### src/rtl/mcr_pkg.sv
package mcr_pkg;
  localparam int unsigned METHOD_W  = 2;
  localparam int unsigned CLASS_W   = 2;
  localparam int unsigned INST_W    = 4;
  localparam int unsigned WORD_W    = 16;
  localparam int unsigned UNIT_W    = METHOD_W + CLASS_W;
  localparam int unsigned NUM_UNITS = 1 << UNIT_W;

  typedef logic [UNIT_W-1:0] unit_t;

  typedef struct packed {
    logic  to_swp;
    unit_t unit;
  } route_t;

  // method code sits on top of the class field, so both together form the index
  function automatic unit_t hdr_unit(input logic [WORD_W-1:0] w);
    return w[WORD_W-1 -: UNIT_W];
  endfunction
endpackage

### src/rtl/mcr_rst_sync.sv
module mcr_rst_sync #(
  parameter int unsigned STAGES = 2
) (
  input  logic clk,
  input  logic rst_n,
  output logic rst_n_sync
);
  logic [STAGES-1:0] sh_q;
  logic [STAGES-1:0] sh_n;

  always_comb begin
    sh_n = {sh_q[STAGES-2:0], 1'b1};
  end

  always_ff @(posedge clk or negedge rst_n) begin
    if (!rst_n) sh_q <= '0;
    else        sh_q <= sh_n;
  end

  assign rst_n_sync = sh_q[STAGES-1];
endmodule

### src/rtl/mcr_presence_map.sv
module mcr_presence_map #(
  parameter int unsigned     N       = 16,
  parameter int unsigned     IDX_W   = 4,
  parameter logic [N-1:0]    RST_VAL = '1
) (
  input  logic             clk,
  input  logic             rst_n,
  input  logic             wr_en,
  input  logic [IDX_W-1:0] wr_idx,
  input  logic             wr_val,
  input  logic [IDX_W-1:0] rd_idx,
  output logic             rd_present
);
  logic [N-1:0] map_q;
  logic [N-1:0] map_n;

  always_comb begin
    map_n = map_q;
    map_n[wr_idx] = wr_val;
  end

  always_ff @(posedge clk or negedge rst_n) begin
    if (!rst_n)     map_q <= RST_VAL;
    else if (wr_en) map_q <= map_n;
  end

  assign rd_present = map_q[rd_idx];
endmodule

### src/rtl/mcr_wake_ctrl.sv
module mcr_wake_ctrl #(
  parameter int unsigned N     = 16,
  parameter int unsigned IDX_W = 4
) (
  input  logic             clk,
  input  logic             rst_n,
  input  logic             set_en,
  input  logic [IDX_W-1:0] set_idx,
  input  logic             clr_en,
  input  logic [IDX_W-1:0] clr_idx,
  output logic [N-1:0]     clk_en
);
  for (genvar u = 0; u < N; u++) begin : g_unit
    localparam logic [IDX_W-1:0] MY_IDX = IDX_W'(u);
    logic hit_set, hit_clr, en_q, en_n;

    assign hit_set = set_en && (set_idx == MY_IDX);
    assign hit_clr = clr_en && (clr_idx == MY_IDX);

    // a new call arriving as the previous one finishes keeps the unit awake
    always_comb begin
      if (hit_set)      en_n = 1'b1;
      else if (hit_clr) en_n = 1'b0;
      else              en_n = en_q;
    end

    always_ff @(posedge clk or negedge rst_n) begin
      if (!rst_n)                  en_q <= 1'b0;
      else if (hit_set || hit_clr) en_q <= en_n;
    end

    assign clk_en[u] = en_q;
  end
endmodule

### src/rtl/mcr_dispatch_router.sv
module mcr_dispatch_router
  import mcr_pkg::*;
#(
  parameter logic [NUM_UNITS-1:0] PRESENT_RST = '1
) (
  input  logic                 clk,
  input  logic                 rst_n,
  input  logic                 in_valid,
  output logic                 in_ready,
  input  logic [WORD_W-1:0]    in_data,
  input  logic                 in_last,
  input  logic                 cfg_we,
  input  logic [UNIT_W-1:0]    cfg_unit,
  input  logic                 cfg_present,
  output logic [NUM_UNITS-1:0] unit_valid,
  input  logic [NUM_UNITS-1:0] unit_ready,
  output logic [NUM_UNITS-1:0] unit_clk_en,
  output logic                 swp_valid,
  input  logic                 swp_ready,
  output logic [UNIT_W-1:0]    swp_unit,
  output logic [WORD_W-1:0]    out_data,
  output logic                 out_last
);
  logic   rst_n_s;
  unit_t  hdr_idx;
  logic   hdr_present;
  route_t hdr_route, cur_route;
  route_t bind_q, bind_n, oroute_q, oroute_n;
  logic   pkt_q, pkt_n;
  logic   ovld_q, ovld_n, olast_q, olast_n;
  logic [WORD_W-1:0] odata_q, odata_n;
  logic   in_acc, out_acc;

  mcr_rst_sync #(.STAGES(2)) u_rst_sync (
    .clk        (clk),
    .rst_n      (rst_n),
    .rst_n_sync (rst_n_s)
  );

  assign hdr_idx = hdr_unit(in_data);

  mcr_presence_map #(
    .N       (NUM_UNITS),
    .IDX_W   (UNIT_W),
    .RST_VAL (PRESENT_RST)
  ) u_presence (
    .clk        (clk),
    .rst_n      (rst_n_s),
    .wr_en      (cfg_we),
    .wr_idx     (cfg_unit),
    .wr_val     (cfg_present),
    .rd_idx     (hdr_idx),
    .rd_present (hdr_present)
  );

  // routing: header words decode, later words reuse the bound destination
  always_comb begin
    hdr_route.to_swp = !hdr_present;
    hdr_route.unit   = hdr_idx;
    cur_route        = pkt_q ? bind_q : hdr_route;
  end

  assign out_acc  = ovld_q && (oroute_q.to_swp ? swp_ready : unit_ready[oroute_q.unit]);
  assign in_ready = rst_n_s && (!ovld_q || out_acc);
  assign in_acc   = in_valid && in_ready;

  // next-state
  always_comb begin
    ovld_n   = ovld_q;
    odata_n  = odata_q;
    olast_n  = olast_q;
    oroute_n = oroute_q;
    pkt_n    = pkt_q;
    bind_n   = bind_q;
    if (out_acc) ovld_n = 1'b0;
    if (in_acc) begin
      ovld_n   = 1'b1;
      odata_n  = in_data;
      olast_n  = in_last;
      oroute_n = cur_route;
      pkt_n    = !in_last;
      if (!pkt_q) bind_n = hdr_route;
    end
  end

  // registers
  always_ff @(posedge clk or negedge rst_n_s) begin
    if (!rst_n_s) begin
      ovld_q   <= 1'b0;
      odata_q  <= '0;
      olast_q  <= 1'b0;
      oroute_q <= '0;
      pkt_q    <= 1'b0;
      bind_q   <= '0;
    end else begin
      if (in_acc || out_acc) ovld_q <= ovld_n;
      if (in_acc) begin
        odata_q  <= odata_n;
        olast_q  <= olast_n;
        oroute_q <= oroute_n;
        pkt_q    <= pkt_n;
        bind_q   <= bind_n;
      end
    end
  end

  mcr_wake_ctrl #(
    .N     (NUM_UNITS),
    .IDX_W (UNIT_W)
  ) u_wake (
    .clk     (clk),
    .rst_n   (rst_n_s),
    .set_en  (in_acc && !pkt_q && hdr_present),
    .set_idx (hdr_idx),
    .clr_en  (out_acc && olast_q && !oroute_q.to_swp),
    .clr_idx (oroute_q.unit),
    .clk_en  (unit_clk_en)
  );

  assign unit_valid = (ovld_q && !oroute_q.to_swp) ?
                      (NUM_UNITS'(1) << oroute_q.unit) : '0;
  assign swp_valid  = ovld_q && oroute_q.to_swp;
  assign swp_unit   = oroute_q.unit;
  assign out_data   = odata_q;
  assign out_last   = olast_q;
endmodule

### config.mk
export PLATFORM = sky130hd
export DESIGN_NAME = mcr_dispatch_router
export DESIGN_NICKNAME = d
export VERILOG_FILES = /design/src/rtl/mcr_pkg.sv /design/src/rtl/mcr_rst_sync.sv /design/src/rtl/mcr_presence_map.sv /design/src/rtl/mcr_wake_ctrl.sv /design/src/rtl/mcr_dispatch_router.sv
export SDC_FILE = /design/constraint.sdc
export NUM_CORES = 1
export LEC_CHECK = 0
export BUFFER_PORTS_ARGS = -buffer_cell sky130_fd_sc_hd__buf_2
export CAP_MARGIN = 30
export CELL_PAD_IN_SITES_DETAIL_PLACEMENT = 0
export CELL_PAD_IN_SITES_GLOBAL_PLACEMENT = 1
export CORE_ASPECT_RATIO = 0.75
export CORE_MARGIN = 3
export CORE_UTILIZATION = 41
export CTS_BUF_LIST = sky130_fd_sc_hd__clkbuf_8
export CTS_CLUSTER_SIZE = 20
export DETAILED_ROUTE_END_ITERATION = 12
export HOLD_SLACK_MARGIN = 0.06
export PLACE_DENSITY_LB_ADDON = 0.08
export REMOVE_ABC_BUFFERS = 1
export SYNTH_ARGS = -nofsm -noshare
export SYNTH_HDL_FRONTEND = slang
export SYNTH_HIERARCHICAL = 1
export SYNTH_SLANG_ARGS = --single-unit
export TNS_END_PERCENT = 10
### constraint.sdc
create_clock -name clk -period 2.54 [get_ports clk]
set_input_delay 0.508 -clock clk [delete_from_list [all_inputs] [get_ports clk]]
set_output_delay 0.508 -clock clk [all_outputs]
set_load 0.02 [all_outputs]
==> Word level (Yosys, flattened, before mapping) <==
Cells that the tools add are included.
{ "op_classes": {"n_eq_ne": 30, "muxes": 44, "shifts": 1, "n_bitwise": 1, "n_lt_le_gt_ge": 4, "reduce_logical": 102} }
{ "ops": {"columns": ["op", "n"], "rows": [
  ["4-bit equality test (second input constant)", 16],
  ["1-bit logical AND", 42],
  ["1-bit two-way mux", 38],
  ["2-bit AND reduction", 18],
  ["2-bit nonzero test", 17],
  ["4-bit by 3-bit equality test with 1-bit output (second input constant)", 8],
  ["1-bit logical OR", 18],
  ["16-bit bitwise mux", 1],
  ["4-bit by 2-bit equality test with 1-bit output (second input constant)", 4],
  ["16-bit two-way mux", 1],
  ["1-bit by 4-bit left shift with 16-bit output (first input constant)", 1],
  ["4-bit by 5-bit less-than comparator with 1-bit output (second input constant)", 3],
  ["1-bit binary-select mux with 4-bit select", 2],
  ["4-bit by 1-bit equality test with 1-bit output (second input constant)", 2],
  ["4-bit zero test", 2],
  ["1-bit zero test", 5],
  ["5-bit two-way mux", 1],
  ["1-bit demux with 4-bit select", 1],
  ["4-bit by 1-bit >= comparator with 1-bit output (second input constant)", 1],
  ["1-bit inverter", 1]
]} }
{ "totals": {"inputBits": 43, "wordCells": 206, "register_bits": 58} }

==> Longest topological paths before layout <==
{ "logic_depth": {"word_depth": 12, "mapped_depth": 10} }

==> Cells and area by module <==
The synthesis kept the hierarchy.
{ "modules_own_cells": {"columns": ["module", "area_each_um2", "instances", "cells_per_inst"], "rows": [
  ["mcr_dispatch_router", 1325.0, 1, 112],
  ["mcr_presence_map", 874.6, 1, 66],
  ["mcr_wake_ctrl", 808.3, 1, 81],
  ["mcr_rst_sync", 53.8, 1, 3]
]} }

==> Least setup slack after synthesis <==
Ideal clock, no wire load.
{ "synth_path": {"path_type": "register -> register", "startpoint": "register u_rst_sync.sh_q[1]", "endpoint": "register u_wake.g_unit[0].en_q", "arrival_time_ns": 3.219, "setup_time_ns": 0.095, "setup_slack_ns": -0.774, "period_less_slack_ns": 3.314, "stages_incl_launch_ff": 8, "cell_sequence": "dfrtp_1 nand2_1 nor2_1 nand3_1 a31oi_2 and2_1 or3b_1 o31ai_1"} }
{ "synth_between": {"elab_chain_len": 7, "word_cells_on_any_way": 9, "classes_between": "1 x mux; 8 x reduce/logical"} }
{ "synth_rtl": {"columns": ["element", "line_no", "text"], "rows": [
  ["start: declaration", "mcr_rst_sync.sv:8", "logic [STAGES-1:0] sh_q;"],
  ["start signal: assignment", "mcr_rst_sync.sv:17", "else sh_q <= sh_n;"],
  ["1-bit logical AND (*)", "mcr_dispatch_router.sv:64", "assign in_ready = rst_n_s && (!ovld_q || out_acc);"],
  ["1-bit logical AND (*)", "mcr_dispatch_router.sv:65", "assign in_acc = in_valid && in_ready;"],
  ["1-bit logical AND (*) (2 in series)", "mcr_dispatch_router.sv:113", ".set_en (in_acc && !pkt_q && hdr_present),"],
  ["1-bit logical AND (*)", "mcr_wake_ctrl.sv:17", "assign hit_set = set_en && (set_idx == MY_IDX);"],
  ["2-bit nonzero test (no line) / 1-bit logical OR (equally long branches)", null, null],
  ["2-bit AND reduction (no line)", null, null],
  ["end signal: assignment", "mcr_wake_ctrl.sv:29", "else if (hit_set || hit_clr) en_q <= en_n;"],
  ["end: declaration", "mcr_wake_ctrl.sv:15", "logic hit_set, hit_clr, en_q, en_n;"]
]} }
Mark *: on every way between the ends. The rest lies on a longest branch, timed or not.
A chain may end at the register's enable or synchronous reset.

==> Final worst setup path <==
{ "layout_path": {"startpoint": "register oroute_q, in the netlist swp_unit[0]", "endpoint": "output port in_ready"} }
{ "layout_between": {"elab_chain_len": 6} }
{ "layout_rtl": {"columns": ["element", "line_no", "text"], "rows": [
  ["start: declaration", "mcr_dispatch_router.sv:28", "route_t bind_q, bind_n, oroute_q, oroute_n;"],
  ["start signal: assignment", "mcr_dispatch_router.sv:100", "oroute_q <= oroute_n;"],
  ["1-bit binary-select mux with 4-bit select", "mcr_dispatch_router.sv:63", "assign out_acc = ovld_q && (oroute_q.to_swp ? swp_ready : unit_ready[oroute_q.unit]);"],
  ["1-bit two-way mux (not written as such)", "mcr_dispatch_router.sv:63", null],
  ["1-bit two-way mux", "mcr_dispatch_router.sv:63", null],
  ["1-bit logical AND", "mcr_dispatch_router.sv:63", null],
  ["1-bit logical OR", "mcr_dispatch_router.sv:64", null],
  ["1-bit logical AND", "mcr_dispatch_router.sv:64", null],
  ["end: declaration", "mcr_dispatch_router.sv:9", "output logic in_ready,"]
]} }
No other way between the ends. The select of a mux whose other input is x is not followed.

==> results_dict.tcl <==
set metrics [dict create \
    n_antenna_cell 0 \
    initial_core_util 0.436 \
    p_int_w 0.00262 \
    status "complete, but fails checks" \
    ant_nets 0 \
    cts-root-buf "clkbuf_8" \
    hold_violations 0 \
    critical-path-slowest-cell "mux4_2" \
    switching_share 0.379 \
    syn_inst 262 \
    drc_errors 0 \
    die_y_um 80.8 \
    area_growth_pct 24.8 \
    reg2reg_from "swp_unit[0]" \
    synth_area_um2 3060 \
    drt-initial-drc-count 62 \
    hpwl_um 4940 \
    die_area_um2 8550 \
    yosysSeqAreaShare 0.481 \
    r2r-end "u_wake/g_unit[0].en_q" \
    instances_no_fill 460 \
    critPathLaunch "swp_unit[0]" \
    port_buffers 97 \
    slew_headroom 0.539 \
    io_pins 98 \
    crit_end "in_ready" \
    max-vdd-ir-drop_v 0.000694 \
    crit_path_max_incr_delay_ns 0.51 \
    worstPathArrival_ns 2.16 \
    grt_pass1_wl_um 11300 \
    drt_wl_total_um 6900 \
    drt_pass1_iterations 4 \
    avgSynthCellArea_um2 11.7 \
    place_inst 441 \
    crit_required_ns 2.03 \
    worstPathBufferInverterCount 1 \
    clk_latency_ns 0.34 \
    cts_max_level 3 \
    leakagePower_nw 1.79 \
    cts_buffers 9 \
    drive_gt1_frac 0.536 \
    whs_ns 0.344 \
    min_period_ns 2.67 \
    placeableCoreArea_um2 7030 \
    fin_crit_sh 1.05 \
    clk_pin_slew_ns 0.07 \
    fmax_mhz 374 \
    p_switching_w 0.00160 \
    cts_tree "yes" \
    clock_skew_ns 0.00857 \
    clk_path_buf_depth 2 \
    crit_chain "mux4_2 > nand2b_4 > a221oi_2 > o21ai_1 > and2_1 > buf_6" \
    fillers 654 \
    setup_ws_ns -0.132 \
    setup_viol 1 \
    yosysUniqueCellTypes 34 \
    path_depth 6 \
    grt_start_max_net_pins 58 \
    worstHoldPathType "flip-flop to flip-flop" \
    crit_family "multiplexers" \
    die-width_um 106 \
    gp_congestion 0.730 \
    rsz0062_at_grt "yes" \
    reg2reg_depth 9 \
    maxCapViolations 0 \
    avgRoutedWirePerCell_um 15.0 \
    violations "setup timing" \
    end_kind "primary output" \
    r2r_setup_slack_ns 0.13 \
    clock-sinks 58 \
    synth_seq_cells 58 \
    p_clk_frac 0.198 \
    final_nets 400 \
    yosysWarnings 6 \
    vias 2268 \
    cp_max_fo 6 \
    grt_pass1_vias 2246 \
    antenna_found_initial 0 \
    tightest_slew_ns 0.692 \
    start_kind "flip-flop" \
    avgViaCountPerCell 4.93 \
    critical_path_class "flip-flop to primary output" \
    final-max-slew-violation-count 0 \
    grt_overflow_total 0 \
    p_per_area_nw_per_um2 1100 \
    track_usage 0.170 \
    pwr-share-seq 0.372 \
    comb_power_share 0.431 \
    rows 26 \
]
[cells in the final DEF (no fill, tap or decap), types with 3 or more instances in the layout]
master    count
nor2b_1       3
o31ai_1       4
inv_1         5
mux2_4        9
mux4_1        4
buf_2        96
mux2_2       28
a221oi_2      3
nand2_1      10
or3b_1        3
clkbuf_8     10
dfstp_2      16
nor3_1        8
nand2b_1      9
dfrtp_1      39
nor2_1       25
dfrtp_2       3
nand3b_1      9
buf_4        14
o21ai_0      23
nand3_1       7
mux2i_1       9
[worst min-delay path by stage]
| stage | to | start | slack [ns] | cells after the start |
|---|---|---|---|---|
| floorplan | u_rst_sync/sh_q[0] | rst_n | 0.21 | 0 |
| global placement | u_rst_sync/sh_q[0] | rst_n | 0.30 | 1 |
| detailed placement | u_rst_sync/sh_q[0] | rst_n | 0.30 | 1 |
| CTS | pkt_q | in_last | 0.34 | 2 |
| global route | pkt_q | in_last | 0.34 | 2 |
| finish | u_rst_sync/sh_q[1] | u_rst_sync/sh_q[0] | 0.34 | 0 |
[stage by stage]
step	cell area, um^2	util	setup TNS, ns	total power, W	setup WS [ns]
after floorplan	2860	-	-15.70	0.00267	-0.774
after global placement	3560	0.507	0	0.00331	0.0302
after detailed placement	3560	0.507	-0.0204	0.00334	-0.0157
after CTS	3810	0.543	-0.144	0.00426	-0.144
after global routing	3820	0.544	-0.231	0.00451	-0.228
final	3820	0.544	-0.132	0.00422	-0.132
[flip-flops by register name, indices dropped and copies added, names as in the netlist]
register / flops
oroute_q: 1
out_data: 16
out_last: 1
ovld_q: 1
pkt_q: 1
swp_unit: 4
u_presence/map_q: 16
u_rst_sync/sh_q: 2
u_wake/g_unit.en_q: 16
[power groups by stage]
stage / Clock [W] / Combinational (W) / Sequential, W
finish: 0.000833 / 0.00182 / 0.00157
global route: 0.000907 / 0.00197 / 0.00162
CTS: 0.000865 / 0.00182 / 0.00157
detailed placement: 0 / 0.00176 / 0.00158
global placement: 0 / 0.00175 / 0.00156
floorplan: 0 / 0.000753 / 0.00192
[cells by family (layout without fill, tap and decap cells)]
logic type             Yosys count  count (layout)  share of synthesized area
muxes                           52              52                      0.226
AOI/OAI and AO/OA               37              37                     0.0760
other                            1               1                    0.00122
and+or+nand+nor                 83              83                      0.148
DFF                             58              58                      0.481
buffers and inverters           31             131                     0.0687
[area by class of cell]
type	count	area [um^2]	share of cell area
clock buffer	10	138	0.0360
multi-input combinational	173	1410	0.369
clock inverter	6	58.8	0.0154
timing repair buffer	112	607	0.159
sequential	58	1480	0.386
inverter	3	11.3	0.00295
tap	98	123	0.0321
[repair_timing]
item                                   4_1_cts  5_1_grt
setup buffers                                2        0
setup endpoints to repair                    4        9
hold buffers                                 1        0
pin swaps                                    2        2
gates resized for setup                      8        2
endpoints found under the hold margin        2        0
[Yosys cell counts]
cell type	count	area (um^2)
nand3_1	7	35.0
dfstp_2	16	420
o21ai_1	1	5.00
nand2b_1	10	62.6
clkbuf_1	2	7.51
buf_4	22	165
buf_2	3	15.0
dfrtp_1	42	1050
o31ai_1	4	30.0
a221oi_1	3	26.3
inv_1	3	11.3
and2_1	3	18.8
nor2_1	25	93.8
conb_1	1	3.75
mux2i_1	9	90.1
o21ai_0	24	120
mux2_2	28	315
or4b_1	1	10.0
or3b_1	3	26.3
nand2_1	10	37.5
o211ai_2	1	12.5
buf_6	1	11.3
nor3b_2	1	12.5
nor3_1	8	40.0
mux2_4	9	135
a31oi_2	1	12.5
mux4_1	4	105
nand3_4	1	17.5
nand3b_1	9	67.6
nor2b_1	3	18.8
a22o_1	1	8.76
mux4_2	2	45.0
o41ai_1	2	17.5
or2_2	2	12.5
[per-layer routing]
layer | GRT usage | share of wire
met1 | 0.221 | 0.48
met2 | 0.268 | 0.45
met3 | 0.0604 | 0.061
met4 | 0.0543 | 0.0099
met5 | 0 | 0
Note: power is estimated with default switching activity, not from simulation.
